**config.mk**
```make
export PLATFORM = sky130hd
export DESIGN_NAME = pci_cfg_cmdstat
export DESIGN_NICKNAME = d
export VERILOG_FILES = /design/src/rtl/pci_cfg_pkg.sv /design/src/rtl/pci_cfg_ctrl.sv /design/src/rtl/pci_cfg_flag.sv /design/src/rtl/pci_cfg_serr.sv /design/src/rtl/pci_cfg_cmdstat.sv
export SDC_FILE = /design/constraint.sdc
export NUM_CORES = 1
export LEC_CHECK = 0
export ABC_AREA = 1
export BUFFER_PORTS_ARGS = -buffer_cell sky130_fd_sc_hd__buf_4
export CORE_MARGIN = 1.5
export CORE_UTILIZATION = 31
export DETAILED_ROUTE_END_ITERATION = 12
export PLACE_DENSITY_LB_ADDON = 0.15
export SYNTH_ARGS = -nofsm -noshare
export SYNTH_HDL_FRONTEND = slang
export SYNTH_SLANG_ARGS = --single-unit
```
**constraint.sdc**
```tcl
create_clock -name clk -period 1.67 [get_ports clk]
set_input_delay 0.0835 -clock clk [delete_from_list [all_inputs] [get_ports clk]]
set_output_delay 0.0835 -clock clk [all_outputs]
set_load 0.005 [all_outputs]
```
**src/rtl/pci_cfg_pkg.sv**
```systemverilog
// Package: pci_cfg_pkg
// Holds the bit positions and masks of the command/status word shared by
// the register, its submodules and the checker. Assumes a 32-bit word.
package pci_cfg_pkg;
    localparam int unsigned WORD_W  = 32;
    localparam int unsigned LANES   = WORD_W / 8;

    localparam int unsigned B_BM    = 2;
    localparam int unsigned B_MWI   = 4;
    localparam int unsigned B_PRESP = 6;
    localparam int unsigned B_SEEN  = 8;
    localparam int unsigned B_FBBE  = 9;
    localparam int unsigned B_MDPE  = 24;

    // Writable control bits.
    localparam logic [WORD_W-1:0] RW_MASK  = (32'd1 << B_BM) | (32'd1 << B_MWI) |
                                             (32'd1 << B_PRESP) | (32'd1 << B_SEEN) |
                                             (32'd1 << B_FBBE);
    // Capability bits tied high (bits 23, 21, 20).
    localparam logic [WORD_W-1:0] ONE_MASK = (32'd1 << 23) | (32'd1 << 21) | (32'd1 << 20);
    // Every bit whose value is fixed.
    localparam logic [WORD_W-1:0] FIX_MASK = ~(RW_MASK | (32'd1 << B_MDPE));
endpackage

```
**src/rtl/pci_cfg_ctrl.sv**
```systemverilog
// Module: pci_cfg_ctrl
// The read/write control bits of the word. One flop is built per bit set in
// RW_MASK; every other bit is a constant zero. Writes are qualified per byte
// lane. The reset value of each writable bit comes from rst_val, so the
// parent can feed the strap-derived bus master value.
module pci_cfg_ctrl
    import pci_cfg_pkg::*;
#(
    parameter int unsigned          W    = WORD_W,
    parameter logic [W-1:0]         MASK = RW_MASK
) (
    input  logic             clk,
    input  logic             rst_n,
    input  logic [W-1:0]     rst_val,
    input  logic             wr_en,
    input  logic [W/8-1:0]   wr_be,
    input  logic [W-1:0]     wr_data,
    output logic [W-1:0]     ctrl_q
);
    genvar i;
    generate
        for (i = 0; i < W; i++) begin : g_bit
            if (MASK[i]) begin : g_rw
                logic q;
                // Per-bit flop: reset value, then lane-qualified write.
                always_ff @(posedge clk) begin
                    if (!rst_n)
                        q <= rst_val[i];
                    else if (wr_en && wr_be[i/8])
                        q <= wr_data[i];
                end
                assign ctrl_q[i] = q;
            end else begin : g_zero
                assign ctrl_q[i] = 1'b0;
            end
        end
    endgenerate
endmodule

```
**src/rtl/pci_cfg_flag.sv**
```systemverilog
// Module: pci_cfg_flag
// Sticky write-1-to-clear flag. A set request dominates a clear in the same
// cycle. Assumes set_req already contains every gating condition.
module pci_cfg_flag (
    input  logic clk,
    input  logic rst_n,
    input  logic set_req,
    input  logic clr_req,
    output logic flag_q
);
    // Flag state: set wins over clear, otherwise hold.
    always_ff @(posedge clk) begin
        if (!rst_n)
            flag_q <= 1'b0;
        else if (set_req)
            flag_q <= 1'b1;
        else if (clr_req)
            flag_q <= 1'b0;
    end
endmodule

```
**src/rtl/pci_cfg_serr.sv**
```systemverilog
// Module: pci_cfg_serr
// Registers the active-low system error pulse. The line is low for one cycle
// after each cycle with a qualifying event, and high otherwise. Assumes the
// events are one-cycle pulses from the bus engine.
module pci_cfg_serr #(
    parameter int unsigned N_SRC = 2
) (
    input  logic             clk,
    input  logic             rst_n,
    input  logic [N_SRC-1:0] evt,
    input  logic             serr_enable,
    input  logic             resp_enable,
    output logic             serr_n
);
    logic fire;
    // Any source counts, but only with both enables set.
    always_comb fire = (|evt) && serr_enable && resp_enable;

    // Output register, released high in reset.
    always_ff @(posedge clk) begin
        if (!rst_n)
            serr_n <= 1'b1;
        else
            serr_n <= !fire;
    end
endmodule

```
**src/rtl/pci_cfg_cmdstat.sv**
```systemverilog
// Module: pci_cfg_cmdstat
// Top of the command/status configuration register. It combines the control
// flops, the sticky master data parity flag and the system error pulse, and
// assembles the read word. Assumes a synchronous active-low reset and straps
// that are stable while reset is held.
module pci_cfg_cmdstat
    import pci_cfg_pkg::*;
(
    input  logic              clk,
    input  logic              rst_n,
    input  logic              boot_strap,
    input  logic              host_strap,
    input  logic              wr_en,
    input  logic [LANES-1:0]  wr_be,
    input  logic [WORD_W-1:0] wr_data,
    output logic [WORD_W-1:0] rd_data,
    input  logic              perr_seen,
    input  logic              was_master,
    input  logic              addr_perr,
    input  logic              spc_perr,
    output logic              bus_master_en,
    output logic              mwi_en,
    output logic              fbb_en,
    output logic              parity_resp_en,
    output logic              serr_n
);
    logic [WORD_W-1:0] rst_val;
    logic [WORD_W-1:0] ctrl_q;
    logic              mdpe_set;
    logic              mdpe_clr;
    logic              mdpe_q;

    // Reset value for the control bits: only bus master follows the straps.
    always_comb begin
        rst_val       = '0;
        rst_val[B_BM] = boot_strap && host_strap;
    end

    pci_cfg_ctrl #(.W(WORD_W), .MASK(RW_MASK)) u_ctrl (
        .clk     (clk),
        .rst_n   (rst_n),
        .rst_val (rst_val),
        .wr_en   (wr_en),
        .wr_be   (wr_be),
        .wr_data (wr_data),
        .ctrl_q  (ctrl_q)
    );

    // Flag gating: master-side data parity error with parity response on.
    always_comb begin
        mdpe_set = perr_seen && was_master && ctrl_q[B_PRESP];
        mdpe_clr = wr_en && wr_be[B_MDPE/8] && wr_data[B_MDPE];
    end

    pci_cfg_flag u_mdpe (
        .clk     (clk),
        .rst_n   (rst_n),
        .set_req (mdpe_set),
        .clr_req (mdpe_clr),
        .flag_q  (mdpe_q)
    );

    pci_cfg_serr #(.N_SRC(2)) u_serr (
        .clk         (clk),
        .rst_n       (rst_n),
        .evt         ({spc_perr, addr_perr}),
        .serr_enable (ctrl_q[B_SEEN]),
        .resp_enable (ctrl_q[B_PRESP]),
        .serr_n      (serr_n)
    );

    // Read word: control flops, fixed ones, sticky flag.
    always_comb begin
        rd_data         = ctrl_q | ONE_MASK;
        rd_data[B_MDPE] = mdpe_q;
    end

    // Enable outputs taken from the control flops.
    always_comb begin
        bus_master_en  = ctrl_q[B_BM];
        mwi_en         = ctrl_q[B_MWI];
        fbb_en         = ctrl_q[B_FBBE];
        parity_resp_en = ctrl_q[B_PRESP];
    end
endmodule

```
==> results.md <==
- Fin. Hold Viols: 0
- Part of the power in the clock network: 0.352
- Total gr overflow: 0
- Synth async-reset ratio: 0
- Die area: 2012 µm²
- Die width: 44.86 µm
- Pin count of the biggest net entering global routing: 11
- Sw Share: 0.2574
- Number of routed nets with antenna violations: 0
- CP Buf/Inv Count: 1
- Number of global-route vias before repair: 336
- Primary FF master, synth: dfxtp_1
- WHS Path Cells: 2
- Post-CTS Setup Inserts: 0
- CP endpoint kind: output pin
- Worst r2r path cells: 3
- Crit Path Max Fanout: 5
- Wire per inst: 7.767 µm
- Part of the cycle the worst path needs: 0.5205
- Crit path largest cell delay: 0.40 ns
- Critical path origin: u_ctrl.g_bit[6].g_rw.q$_SDFFE_PN0P_
- Cells after Synth: 77
- DIE HEIGHT: 44.86 µm
- Total stage count of the critical path: 1
- Syn avg cell area: 7.052 µm²
- Status: completed
- PortBufs: 28
- Synthesized cell area: 543.0 µm²
- YS warnings: 0
- Sequential Power Share: 0.430
- DRT iter0 DRCs: 0
- Setup Skew: 0.006299 ns
- Sequential share of the synthesized area: 0.2765
- Initial Utilization: 0.3444
- Final Util: 0.4071
- Critical path type: reg2out
- Register bit total from synthesis: 7
- Unrepaired setup endpoints after global routing: false
- Synth cell count leaders: buf_4, nand2_1, nor2_1, dfxtp_1, inv_1
- Critical Path, Cell by Cell: buf_4
- Initial antenna violation count: 0
- Area grow syn2layout: 18.20%
- Core ar.: 1577 µm²
- Drt drc: 0
- P per Cell Area: 684.0 nW/µm²
- Clock buffer count from CTS: 3
- RD Place Congestion: 0.6550
- Share of layout cells above drive strength 1: 0.3100
- CP startpoint kind: flip-flop
- Htree depth: 1
- N_diodes: 0
- Maximum clock path buffer count: 2
- Critical path's top delay family: flip-flops
- Total power draw: 0.0004390 W
- Netlist cell types: 10
- Clk root buf: clkbuf_4
- Yosys top cell area share: 0.4562
- Most frequent cell after synthesis: buf_4
- Worst hold slack: 0.003538 ns
- Max_cap viols: 0
- Area contributors post-synth: buf_4, dfxtp_1, nand2_1
- Io pins: 82
- Combinational share of power: 0.218
- CP required: 1.59 ns
- Maximum VDD drop: 377.3 µV
- Clock Latency Late Sink: 0.25 ns
- Clock sink count: 7
- F_max: 1150 MHz
- Pint: 0.0003260 W
- Clk pin slew, worst setup/hold paths: 0.05 ns
- Post-synth EDFFs: 1
- Hpwl dp: 751 µm
- Global router's overall resource usage: 0.09295
- Final Net Count: 146
- Hold Startpoint: addr_perr
- Hold_buf cts: 0
- CP max-delay cell: dfxtp_1
- Leak: 0.3869 nW
- Crit Reg-Reg Startpoint: u_ctrl.g_bit[6].g_rw.q$_SDFFE_PN0P_
- Row count: 14
- Final setup vio count: 0
- Net Switching: 0.0001130 W
- Hold Crit Class: in2reg
- Tmin final: 0.8693 ns
- Synth area leader: buf_4
- TritonCTS clock tree: yes
- Vias per cell: 3.466
- Resized cells post-CTS: 0
- Crit path DAT: 0.79 ns
- Max Transition Viols Final: 0
- WL final: 901 µm
- Final setup TNS: 0 ns
- Via count: 402
- Global-route wire length before repair: 1304 µm
- DRT Pass-1 Iters: 1
## layer usage
layer,vias to the layer above,GRT usage,share of wire
met5,-,0,0
met4,0,0.05294,0.018
met3,2,0.05200,0.12
met2,26,0.1565,0.53
met1,158,0.08889,0.34
li1,216,-,-
## logic make-up (layout without fill, tap and decap cells)
group	Yosys count	in the layout	share of synthesized area
AO/OA/AOI/OAI	2	2	0.01843
flip-flops	7	7	0.2765
AND/OR/NAND/NOR	28	28	0.2005
other	2	26	0.01383
buffers and inverters	38	37	0.4908
## metrics by stage
stage,cell area [µm²],std cells,worst slack (ns)
detailed placement,615.6,112,0.9347
floorplan,633.1,101,0.9926
global route,641.9,116,0.7374
CTS,641.9,116,0.7833
global placement,615.6,112,0.9140
finish,641.9,116,0.8007
## layout make-up
cell class | count | area [µm²]
Tap cell | 16 | 20.02
Multi-Input combinational cell | 56 | 216.5
Clock buffer | 4 | 26.28
Timing Repair Buffer | 28 | 210.2
Inverter | 5 | 18.77
Fill cell | 168 | 934.6
Sequential cell | 7 | 150.1
## worst reg2reg max path: stages (launching register included)
cell and delay [ns]:
dfxtp_1 0.40, nand2_1 0.07, nor2_1 0.08, o21ai_0 0.07
## placed cells by master, fill, tap and decap left out
| cell type | n |
|---|---|
| buf_4 | 28 |
| clkbuf_1 | 1 |
| clkbuf_4 | 3 |
| conb_1 | 26 |
| dfxtp_1 | 6 |
| edfxtp_1 | 1 |
| inv_1 | 5 |
| nand2_1 | 17 |
| nand3_1 | 1 |
| nand4_1 | 1 |
| nor2_1 | 9 |
| o21ai_0 | 2 |
## worst paths after layout
check / end / slack [ns]
max: parity_resp_en / 0.80
min: u_serr.serr_n$_SDFF_PN1_ / 0.004
max reg2reg: u_serr.serr_n$_SDFF_PN1_ / 0.95
min reg2reg: u_serr.serr_n$_SDFF_PN1_ / 0.50
## flip-flops by register name, indices dropped and copies added (netlist names)
| signal | count |
|---|---|
| u_ctrl.g_bit.g_rw.q | 5 |
| u_serr.serr_n | 1 |
| u_mdpe.flag_q | 1 |
## power groups by stage
stage          combinational, W  clock (W)  sequential, W
4_1_cts               0.0000953   0.000160       0.000189
2_1_floorplan         0.0000937          0       0.000192
3_3_place_gp          0.0000951          0       0.000192
3_5_place_dp          0.0000950          0       0.000193
5_1_grt                0.000109   0.000167       0.000191
6_report              0.0000956   0.000155       0.000189
Note: power is estimated with default switching activity, not from simulation.
